===== src/rtl/tbase_pkg.sv =====
package tbase_pkg;

    localparam int CNT_W     = 16;
    localparam int HS_CODE_W = 3;
    localparam int CD_CODE_W = 3;
    localparam int HS_CNT_W  = HS_CODE_W + 1;
    localparam int CD_CNT_W  = (1 << CD_CODE_W) - 1;

    typedef enum logic [1:0] {
        MODE_UP     = 2'd0,
        MODE_DOWN   = 2'd1,
        MODE_UPDOWN = 2'd2,
        MODE_HOLD   = 2'd3
    } cnt_mode_e;

    typedef enum logic [1:0] {
        SO_PASS = 2'd0,
        SO_ZERO = 2'd1,
        SO_CMPB = 2'd2,
        SO_OFF  = 2'd3
    } sync_src_e;

    typedef struct packed {
        logic             we;
        logic [CNT_W-1:0] nxt;
        logic             dir;
    } cnt_step_t;

    // last count value of the first stage: 0 -> /1, n -> /2n
    function automatic logic [HS_CNT_W-1:0] hs_limit(input logic [HS_CODE_W-1:0] code);
        logic [HS_CNT_W-1:0] dbl;
        dbl = {code, 1'b0};
        return (code == '0) ? '0 : dbl - HS_CNT_W'(1);
    endfunction

    // last count value of the second stage: k -> /2^k
    function automatic logic [CD_CNT_W-1:0] cd_limit(input logic [CD_CODE_W-1:0] code);
        logic [CD_CNT_W-1:0] one;
        one = CD_CNT_W'(1);
        return (one << code) - one;
    endfunction

endpackage


===== src/rtl/tbase_prescaler.sv =====
module tbase_prescaler
    import tbase_pkg::*;
(
    input  logic                 clk,
    input  logic                 rst,
    input  logic [HS_CODE_W-1:0] hs_div,
    input  logic [CD_CODE_W-1:0] clk_div,
    output logic                 tick
);
    logic [HS_CNT_W-1:0] hs_q;
    logic [CD_CNT_W-1:0] cd_q;
    logic                hs_wrap;
    logic                cd_wrap;

    assign hs_wrap = (hs_q >= hs_limit(hs_div));
    assign cd_wrap = (cd_q >= cd_limit(clk_div));
    assign tick    = hs_wrap && cd_wrap;

    always_ff @(posedge clk) begin
        if (rst) begin
            hs_q <= '0;
            cd_q <= '0;
        end else begin
            hs_q <= hs_wrap ? '0 : hs_q + HS_CNT_W'(1);
            if (hs_wrap)
                cd_q <= cd_wrap ? '0 : cd_q + CD_CNT_W'(1);
        end
    end
endmodule


===== src/rtl/tbase_period.sv =====
module tbase_period #(
    parameter int                 W       = 16,
    parameter logic [W-1:0]       RST_PRD = '0
) (
    input  logic         clk,
    input  logic         rst,
    input  logic         buffered,
    input  logic         wr_en,
    input  logic [W-1:0] wr_data,
    input  logic         at_zero_wr,
    output logic [W-1:0] prd_active
);
    logic [W-1:0] shadow_q;

    always_ff @(posedge clk) begin
        if (rst) begin
            shadow_q   <= RST_PRD;
            prd_active <= RST_PRD;
        end else begin
            if (wr_en)
                shadow_q <= wr_data;
            if (!buffered) begin
                if (wr_en)
                    prd_active <= wr_data;
            end else if (at_zero_wr) begin
                prd_active <= shadow_q;
            end
        end
    end
endmodule


===== src/rtl/tbase_counter.sv =====
module tbase_counter
    import tbase_pkg::*;
#(
    parameter int W = CNT_W
) (
    input  logic         clk,
    input  logic         rst,
    input  logic         tick,
    input  cnt_mode_e    mode,
    input  logic [W-1:0] prd,
    input  logic         load,
    input  logic [W-1:0] phase,
    output logic [W-1:0] count,
    output logic         dir_up,
    output logic         evt_zero,
    output logic         evt_prd,
    output logic         zero_wr
);
    logic [W-1:0] cnt_q;
    logic         dir_q;
    logic         upd_q;
    cnt_step_t    step;

    always_comb begin
        step.we  = 1'b0;
        step.nxt = cnt_q;
        step.dir = dir_q;
        if (load) begin
            step.we  = 1'b1;
            step.nxt = phase;
        end else if (tick) begin
            unique case (mode)
                MODE_UP: begin
                    step.we  = 1'b1;
                    step.nxt = (cnt_q >= prd) ? '0 : cnt_q + W'(1);
                end
                MODE_DOWN: begin
                    step.we  = 1'b1;
                    step.nxt = (cnt_q == '0) ? prd : cnt_q - W'(1);
                end
                MODE_UPDOWN: begin
                    step.we = 1'b1;
                    if (dir_q) begin
                        if (cnt_q >= prd)
                            step.nxt = (cnt_q == '0) ? '0 : cnt_q - W'(1);
                        else
                            step.nxt = cnt_q + W'(1);
                    end else begin
                        if (cnt_q == '0)
                            step.nxt = (prd == '0) ? '0 : W'(1);
                        else
                            step.nxt = cnt_q - W'(1);
                    end
                    if (step.nxt == '0)
                        step.dir = 1'b1;
                    else if (step.nxt >= prd)
                        step.dir = 1'b0;
                    else
                        step.dir = (step.nxt > cnt_q);
                end
                default: step.we = 1'b0;
            endcase
        end
    end

    always_ff @(posedge clk) begin
        if (rst) begin
            cnt_q <= '0;
            dir_q <= 1'b1;
            upd_q <= 1'b0;
        end else begin
            upd_q <= step.we;
            if (step.we)
                cnt_q <= step.nxt;
            dir_q <= step.dir;
        end
    end

    assign count    = cnt_q;
    assign zero_wr  = step.we && (step.nxt == '0);
    assign evt_zero = upd_q && (cnt_q == '0);
    assign evt_prd  = upd_q && (cnt_q == prd);

    always_comb begin
        unique case (mode)
            MODE_UP:   dir_up = 1'b1;
            MODE_DOWN: dir_up = 1'b0;
            default:   dir_up = dir_q;
        endcase
    end
endmodule


===== src/rtl/tbase_sync.sv =====
module tbase_sync
    import tbase_pkg::*;
(
    input  logic      clk,
    input  logic      rst,
    input  logic      sync_in,
    input  logic      force_sync,
    input  logic      evt_zero,
    input  logic      cmpb_match,
    input  sync_src_e sel,
    output logic      sync_evt,
    output logic      sync_out
);
    always_ff @(posedge clk) begin
        if (rst) sync_evt <= 1'b0;
        else     sync_evt <= sync_in || force_sync;
    end

    always_comb begin
        unique case (sel)
            SO_PASS: sync_out = sync_evt;
            SO_ZERO: sync_out = evt_zero;
            SO_CMPB: sync_out = cmpb_match;
            default: sync_out = 1'b0;
        endcase
    end
endmodule


===== src/rtl/pwm_timebase.sv =====
module pwm_timebase
    import tbase_pkg::*;
#(
    parameter int W = CNT_W
) (
    input  logic                 clk,
    input  logic                 rst,
    input  logic [1:0]           mode,
    input  logic                 prd_buffered,
    input  logic                 prd_wr_en,
    input  logic [W-1:0]         prd_wr_data,
    input  logic                 phase_en,
    input  logic [W-1:0]         phase_val,
    input  logic                 sync_in,
    input  logic                 force_sync,
    input  logic                 cmpb_match,
    input  logic [1:0]           sync_sel,
    input  logic [HS_CODE_W-1:0] hs_div,
    input  logic [CD_CODE_W-1:0] clk_div,
    output logic [W-1:0]         count,
    output logic                 dir_up,
    output logic                 evt_zero,
    output logic                 evt_prd,
    output logic                 sync_out
);
    logic         tick;
    logic         sync_evt;
    logic         phase_load;
    logic         zero_wr;
    logic [W-1:0] prd_active;

    assign phase_load = sync_evt && phase_en;

    tbase_prescaler u_pre (
        .clk(clk), .rst(rst), .hs_div(hs_div), .clk_div(clk_div), .tick(tick)
    );

    tbase_period #(.W(W)) u_prd (
        .clk(clk), .rst(rst), .buffered(prd_buffered), .wr_en(prd_wr_en),
        .wr_data(prd_wr_data), .at_zero_wr(zero_wr), .prd_active(prd_active)
    );

    tbase_counter #(.W(W)) u_cnt (
        .clk(clk), .rst(rst), .tick(tick), .mode(cnt_mode_e'(mode)),
        .prd(prd_active), .load(phase_load), .phase(phase_val),
        .count(count), .dir_up(dir_up), .evt_zero(evt_zero),
        .evt_prd(evt_prd), .zero_wr(zero_wr)
    );

    tbase_sync u_sync (
        .clk(clk), .rst(rst), .sync_in(sync_in), .force_sync(force_sync),
        .evt_zero(evt_zero), .cmpb_match(cmpb_match),
        .sel(sync_src_e'(sync_sel)), .sync_evt(sync_evt), .sync_out(sync_out)
    );
endmodule


===== config.mk =====
export PLATFORM = sky130hd
export DESIGN_NAME = pwm_timebase
export DESIGN_NICKNAME = d
export VERILOG_FILES = /design/src/rtl/tbase_pkg.sv /design/src/rtl/tbase_prescaler.sv /design/src/rtl/tbase_period.sv /design/src/rtl/tbase_counter.sv /design/src/rtl/tbase_sync.sv /design/src/rtl/pwm_timebase.sv
export SDC_FILE = /design/constraint.sdc
export NUM_CORES = 1
export LEC_CHECK = 0
export ABC_CLOCK_PERIOD_IN_PS = 5900
export BUFFER_PORTS_ARGS = -buffer_cell sky130_fd_sc_hd__buf_4
export CORE_MARGIN = 5
export CORE_UTILIZATION = 45
export DETAILED_ROUTE_END_ITERATION = 16
export GPL_TIMING_DRIVEN = 0
export SYNTH_ARGS = -nofsm -noshare
export SYNTH_HDL_FRONTEND = slang
export SYNTH_SLANG_ARGS = --single-unit

===== constraint.sdc =====
create_clock -name clk -period 5.9 [get_ports clk]
set_input_delay 0.295 -clock clk [delete_from_list [all_inputs] [get_ports clk]]
set_output_delay 0.295 -clock clk [all_outputs]
set_load 0.02 [all_outputs]

# After elaboration in Yosys (flattened, before gate mapping)
# Index checks and enable logic that the tools add are counted.
[totals]
output_inout_bits = 20
wordCells = 69
regBits = 62
[op_classes]
order_cmp = 5
shifts = 1
n_addsub = 6
eq_ne = 6
n_reduce_logical = 18
bitwise = 1
mux = 24
[op_table]
columns = ["op", "n"]
rows = [
  ["2-to-1 mux 16 bit", 12],
  ["logical NOT 16 bit", 4],
  ["case mux 16 bit (3 select lines)", 1],
  ["greater-or-equal comparator 16 bit", 2],
  ["2-to-1 mux 18 bit", 1],
  ["2-to-1 mux 17 bit", 1],
  ["adder 16 x 1 -> 16 bit (second input constant)", 1],
  ["equality test 16 bit", 1],
  ["> comparator 16 bit", 1],
  ["subtractor 16 x 1 -> 16 bit (second input constant)", 1],
  ["adder 7 x 1 -> 7 bit (second input constant)", 1],
  ["greater-or-equal comparator 7 bit", 1],
  ["2-to-1 mux 7 bit", 1],
  ["left shift 1 x 3 -> 7 bit (first input constant)", 1],
  ["subtractor 7 x 1 -> 7 bit (second input constant)", 1],
  ["logical AND 1 bit", 5],
  ["2-to-1 mux 1 bit", 5],
  ["adder 4 x 1 -> 4 bit (second input constant)", 1],
  ["equality test 2 x 1 -> 1 bit (second input constant)", 2],
  ["equality test 2 bit (second input constant)", 2],
  ["greater-or-equal comparator 4 bit", 1],
  ["logical NOT 2 bit", 2],
  ["2-to-1 mux 4 bit", 1],
  ["subtractor 4 x 1 -> 4 bit (second input constant)", 1],
  ["other kinds (11)", 11],
]

# Depth between registers and ports, before layout
[logic_depth]
word_depth = 17
mapped_depth = 23
depth_no_buf = 20

# Hierarchy
# Synthesis repeated with hierarchy kept, for this count alone.
[hier_totals]
cells_unflattened = 749
hier_area_um2 = 6100.9
[by_module_without_submodules]
columns = ["mod", "instances", "area_per_inst_um2", "cells_per_inst"]
rows = [
  ["tbase_counter", 1, 3852.4, 528],
  ["tbase_period", 1, 1382.6, 123],
  ["tbase_prescaler", 1, 809.5, 91],
  ["tbase_sync", 1, 50.0, 6],
  ["pwm_timebase", 1, 6.3, 1],
]

# Worst setup path before layout
# OpenSTA, ideal clock, no wires.
[synth_timing]
path_kind = "input to register"
from = "in clk_div[2]"
to = "reg u_prd.prd_active[5]"
setup_time_ns = 0.142
t_required_ns = 5.758
t_arrival_ns = 4.418
stages = 20
path_buffers = 4
path_slack_ns = 1.341
cell_sequence = "or3_1 ha_1 clkbuf_1 nor3_1 a21oi_1 o21a_1 ha_1 a21o_1 a211oi_1 o21ai_0 o2111a_1 buf_2 a32o_1 a211o_1 or4_1 or4_1 buf_6 o21ai_4 buf_6 a211oi_1"
[synth_between]
elab_chain_cells = 10
[synth_lines]
columns = ["item", "line_no", "source"]
rows = [
  ["start: declaration", "pwm_timebase.sv:19", "input logic [CD_CODE_W-1:0] clk_div,"],
  ["left shift 1 x 3 -> 7 bit (*)", "tbase_pkg.sv:40", "return (one << code) - one;"],
  ["subtractor 7 x 1 -> 7 bit (*)", "tbase_pkg.sv:40", ""],
  ["greater-or-equal comparator 7 bit (*)", "tbase_prescaler.sv:16", "assign cd_wrap = (cd_q >= cd_limit(clk_div));"],
  ["logical AND 1 bit (*)", "tbase_prescaler.sv:17", "assign tick = hs_wrap && cd_wrap;"],
  ["2-to-1 mux 18 bit (*)", "tbase_counter.sv:31", "end else if (tick) begin"],
  ["2-to-1 mux 17 bit (*)", "tbase_counter.sv:28", "if (load) begin"],
  ["logical NOT 16 bit", "tbase_counter.sv:80", "assign zero_wr = step.we && (step.nxt == '0);"],
  ["logical AND 1 bit (*)", "tbase_counter.sv:80", ""],
  ["inequality test 2 x 1 -> 1 bit (no source line) (*)", "-", ""],
  ["AND reduction 2 bit (no source line) (*)", "-", ""],
  ["end signal: assignment", "tbase_period.sv:24", "prd_active <= wr_data;"],
  ["end signal: assignment", "tbase_period.sv:26", "prd_active <= shadow_q;"],
  ["end: declaration", "tbase_period.sv:11", "output logic [W-1:0] prd_active"],
]
# Mark *: on every way between the ends. The rest lies on a longest branch, timed or not.
# A chain may end at the register's enable or synchronous reset.

# Final worst setup path
[layout_timing]
from = "reg u_cnt.cnt_q[0], in the netlist u_cnt.count[0]"
to = "reg u_cnt.dir_q"
[layout_between]
elab_chain_cells = 10
word_cells_on_any_way = 16
[layout_lines]
columns = ["item", "line_no", "source"]
rows = [
  ["start: declaration", "tbase_counter.sv:19", "logic [W-1:0] cnt_q;"],
  ["start signal: assignment", "tbase_counter.sv:74", "cnt_q <= step.nxt;"],
  ["subtractor 16 x 1 -> 16 bit or logical NOT 16 bit (tied branches)", "tbase_counter.sv:45, tbase_counter.sv:52, tbase_counter.sv:49", ""],
  ["2-to-1 mux 16 bit", "tbase_counter.sv:45", "step.nxt = (cnt_q == '0) ? '0 : cnt_q - W'(1);"],
  ["2-to-1 mux 16 bit", "tbase_counter.sv:44", "if (cnt_q >= prd)"],
  ["2-to-1 mux 16 bit", "tbase_counter.sv:43", "if (dir_q) begin"],
  ["2-to-1 mux 16 bit", "tbase_counter.sv:32", "unique case (mode)"],
  ["2-to-1 mux 16 bit", "tbase_counter.sv:31", ""],
  ["2-to-1 mux 16 bit", "tbase_counter.sv:28", ""],
  ["> comparator 16 bit or greater-or-equal comparator 16 bit (tied branches)", "tbase_counter.sv:59, tbase_counter.sv:56", ""],
  ["2-to-1 mux 1 bit", "tbase_counter.sv:56", "else if (step.nxt >= prd)"],
  ["2-to-1 mux 1 bit (*)", "tbase_counter.sv:54", "if (step.nxt == '0)"],
  ["end signal: assignment", "tbase_counter.sv:75", "dir_q <= step.dir;"],
  ["end: declaration", "tbase_counter.sv:20", "logic dir_q;"],
]
# Mark *: on every way between the ends. The rest lies on a longest branch, timed or not. The select of a mux whose other input is x is not followed.

==> out/metrics.yaml <==
outcome:
  outcome: "completed"
cts:
  root_buffer: "clkbuf_16"
  path_clk_slew_ps: 60
  worstSkewPairLatency_ps: 340
  clk_path_buf_depth: 2
  clock-sinks: 62
  htree_levels: 3
  numCtsBuffers: 9
  cts_tree: "yes"
critical_path:
  crit_arrival_ps: 5720
  cp_max_fo: 10
  start_kind: "register"
  path_class: "register to register"
  cp-end-kind: "register"
  cpPeakStageDelay_ps: 440
  critical_path.slowest_cell: "clkbuf_1"
  cp_cell_sequence: "clkbuf_1 > inv_1 > ha_1 > nor2b_1 > o21ai_0 > a31o_1 > nor3_2 > clkbuf_1 > clkbuf_2 > a221oi_1 > a21oi_1 > ha_1 > o21a_1 > o21ai_0 > nand2b_1 > a21oi_1 > nor2b_1 > o21ai_0 > a21oi_1 > a211oi_1 > o31ai_1"
  required_ps: 6120
final_layout:
  drive_gt1_share_pct: 14.67
  final_util_pct: 53.19
  regArea_um2: 1241
  multi_input_area_um2: 4319
  fillCellCount: 1259
  area_delta_synth_final_pct: 17.17
  nets: 924
  num_antenna_cells: 0
  finalNonFillerCells: 987
sta:
  hold_viol: 0
  setup_viol: 0
  setup_ws_ps: 400.8
  whs_ps: 174.3
  finalCritPeriodShare_pct: 93.21
  rsz0062_at_grt: "no"
  period_minus_slack_ps: 5499
  worst_pin_slew_ps: 1031
  clock.fmax_mhz: 181.8
  fin_setup_tns_ps: 0
  report.final.slew_viol_count: 0
  relSlewSlack_pct: 30.97
  clock_skew_ps: 11.54
synth:
  syn_area_per_cell_um2: 8.127
  synth_area_um2: 5941
  synth.distinct_cells: 74
  syn_inst: 731
  ys_seq_area_share_pct: 20.89
  yosys_warnings: 0
  synth_nets: 847
  synth_edf_count: 0
  async_flop_share_pct: 0
  yosys_most_used_dff: "dfxtp_1"
  synth_seq_cells: 62
global_route:
  grt_pass1_vias: 6046
  grt_remaining_overflow: 0
  track_usage_pct: 27.92
  antenna_found_initial: 0
  grt_max_degree: 12
  grt_pass1_wl_mm: 34.40
routing:
  antenna_left: 0
  post-route-drc-count: 0
  drt_iter0_markers: 700
  totalWireLength_mm: 21.97
  route.detailed.wl_per_inst_um: 22.26
  detail_route.first_pass.iterations: 6
  via_per_inst: 6.185
  vias: 6105
die:
  core_region_area_um2: 13090
  dieArea_um2: 15600
  die_w_um: 124.9
  num_rows: 42
  die_h_um: 124.9
  initial_core_util_pct: 45.40
  io_pins: 70
min_path:
  hp-class: "input pin to register"
place:
  dp_hpwl_mm: 17.79
  routabilityCongestion: 1.019
  place_ws_ps: 96.43
  place_inst: 973
  numPortBuffers: 66
power:
  power.leakage_nw: 2.967
  p_per_area_nw_per_um2: 249.2
  vdd_drop_max_mv: 0.1832
flow_run:
  cap_violations: 0
## area by class of cell
cell class / instances / share of cell area [%]
plain buffers: 43 / 3.074
well taps: 176 / 3.164
inverters: 46 / 2.481
flip-flops and latches: 62 / 17.83
clock buffers: 11 / 3.631
clock inverters: 3 / 0.6471
repair buffers: 66 / 7.118
multi-input cells: 580 / 62.05
## flip-flops by register name, indices dropped and copies added, names as in the netlist
register / flops
u_cnt.count: 16
u_cnt.dir_q: 1
u_sync.sync_evt: 1
u_pre.cd_q: 7
u_prd.shadow_q: 16
u_cnt.upd_q: 1
u_pre.hs_q: 4
u_prd.prd_active: 16
## cells in the final DEF, fill, tap and decap left out, types with 11 or more instances in the layout
master and count:
ha_1 66, buf_4 66, dfxtp_1 62, nor2_1 60, a21oi_1 52, inv_1 44
nand2_1 41, mux2i_1 39, o21ai_0 29, clkbuf_1 29, xnor2_1 24, nor3_1 21
nand3_1 17, o211a_1 17, nand4_1 15, nor4_1 12, a211oi_1 11
## metal layers
metal | part of all wire [%] | GRT usage [%] | vias up
li1 | - | - | 2900
met4 | 2.8 | 9.439 | 0
met5 | 0 | 0 | -
met3 | 8.3 | 5.875 | 42
met1 | 44 | 38.36 | 2880
met2 | 45 | 43.51 | 283
## synth_stat cells, types with 5 or more instances
master	instances	share of area (%)
a211oi_1	11	1.4
a211oi_2	10	2.1
a21o_1	8	1.0
a21oi_1	52	4.4
a221oi_1	5	0.74
a22oi_1	8	1.0
a31oi_1	9	0.95
and2_1	8	0.84
and3_1	5	0.53
and4_1	6	0.88
buf_2	5	0.42
buf_6	6	1.1
clkbuf_1	30	1.9
dfxtp_1	62	21
ha_1	66	14
inv_1	44	2.8
mux2i_1	39	6.6
nand2_1	41	2.6
nand2b_1	10	1.1
nand3_1	17	1.4
nand4_1	15	1.6
nor2_1	60	3.8
nor2b_1	10	1.1
nor3_1	22	1.9
nor4_1	12	1.3
o211a_1	17	2.9
o211ai_1	5	0.63
o21a_1	5	0.63
o21ai_0	29	2.4
o31ai_1	5	0.63
or3_1	5	0.53
or4_1	7	0.88
xnor2_1	24	3.5
xor2_1	5	0.74
## final timing paths
check / startpoint / end / slack (ps) / cells after the start
setup / recovery: u_cnt.count[0] / u_cnt.dir_q / 400 / 21
setup reg to reg: u_cnt.count[0] / u_cnt.dir_q / 400 / 21
hold / removal: sync_in / u_sync.sync_evt / 170 / 3
hold reg to reg: u_prd.shadow_q[14] / u_prd.shadow_q[14] / 490 / 2
## timing repair
action | 4_1_cts | 5_1_grt
gates resized for setup | 0 | 3
hold buffers | 0 | 0
buffers inserted | 0 | 0
endpoints found under the setup margin | 0 | 1
## cell families after synthesis
family	Yosys count	synth area share (%)
XOR/XNOR	29	4.275
adder cells (fa/ha/maj)	66	13.90
multiplexers	40	6.761
flip-flops	62	20.89
AO/OA/AOI/OAI	208	25.80
AND/OR/NAND/NOR	237	21.88
buffers and inverters	89	6.487
## where the power goes
group	total (W)	internal, W	leakage, nW	switching [W]
Clock	0.000546	0.000345	0.140	0.000201
Combinational	0.000713	0.000281	2.32	0.000433
Sequential	0.000475	0.000445	0.509	0.0000296
Total	0.00173	0.00107	2.97	0.000663
## worst max-delay path, delay by kind of cell, from the launching register on
family,cells,cell delay (ps)
AOI/OAI and AO/OA,11,2160
and+or+nand+nor,4,660
buffers and inverters,4,1460
adders and majority gates,2,690
DFF,1,390
## through the flow
| stage | area (um^2) | total power, W |
|---|---|---|
| after floorplan | 5941 | 0.0009530 |
| after global placement | 6656 | 0.001163 |
| after detailed placement | 6656 | 0.001175 |
| after CTS | 6954 | 0.001725 |
| after global routing | 6960 | 0.001839 |
| final | 6960 | 0.001734 |
Power figures use the tool's default switching activity.
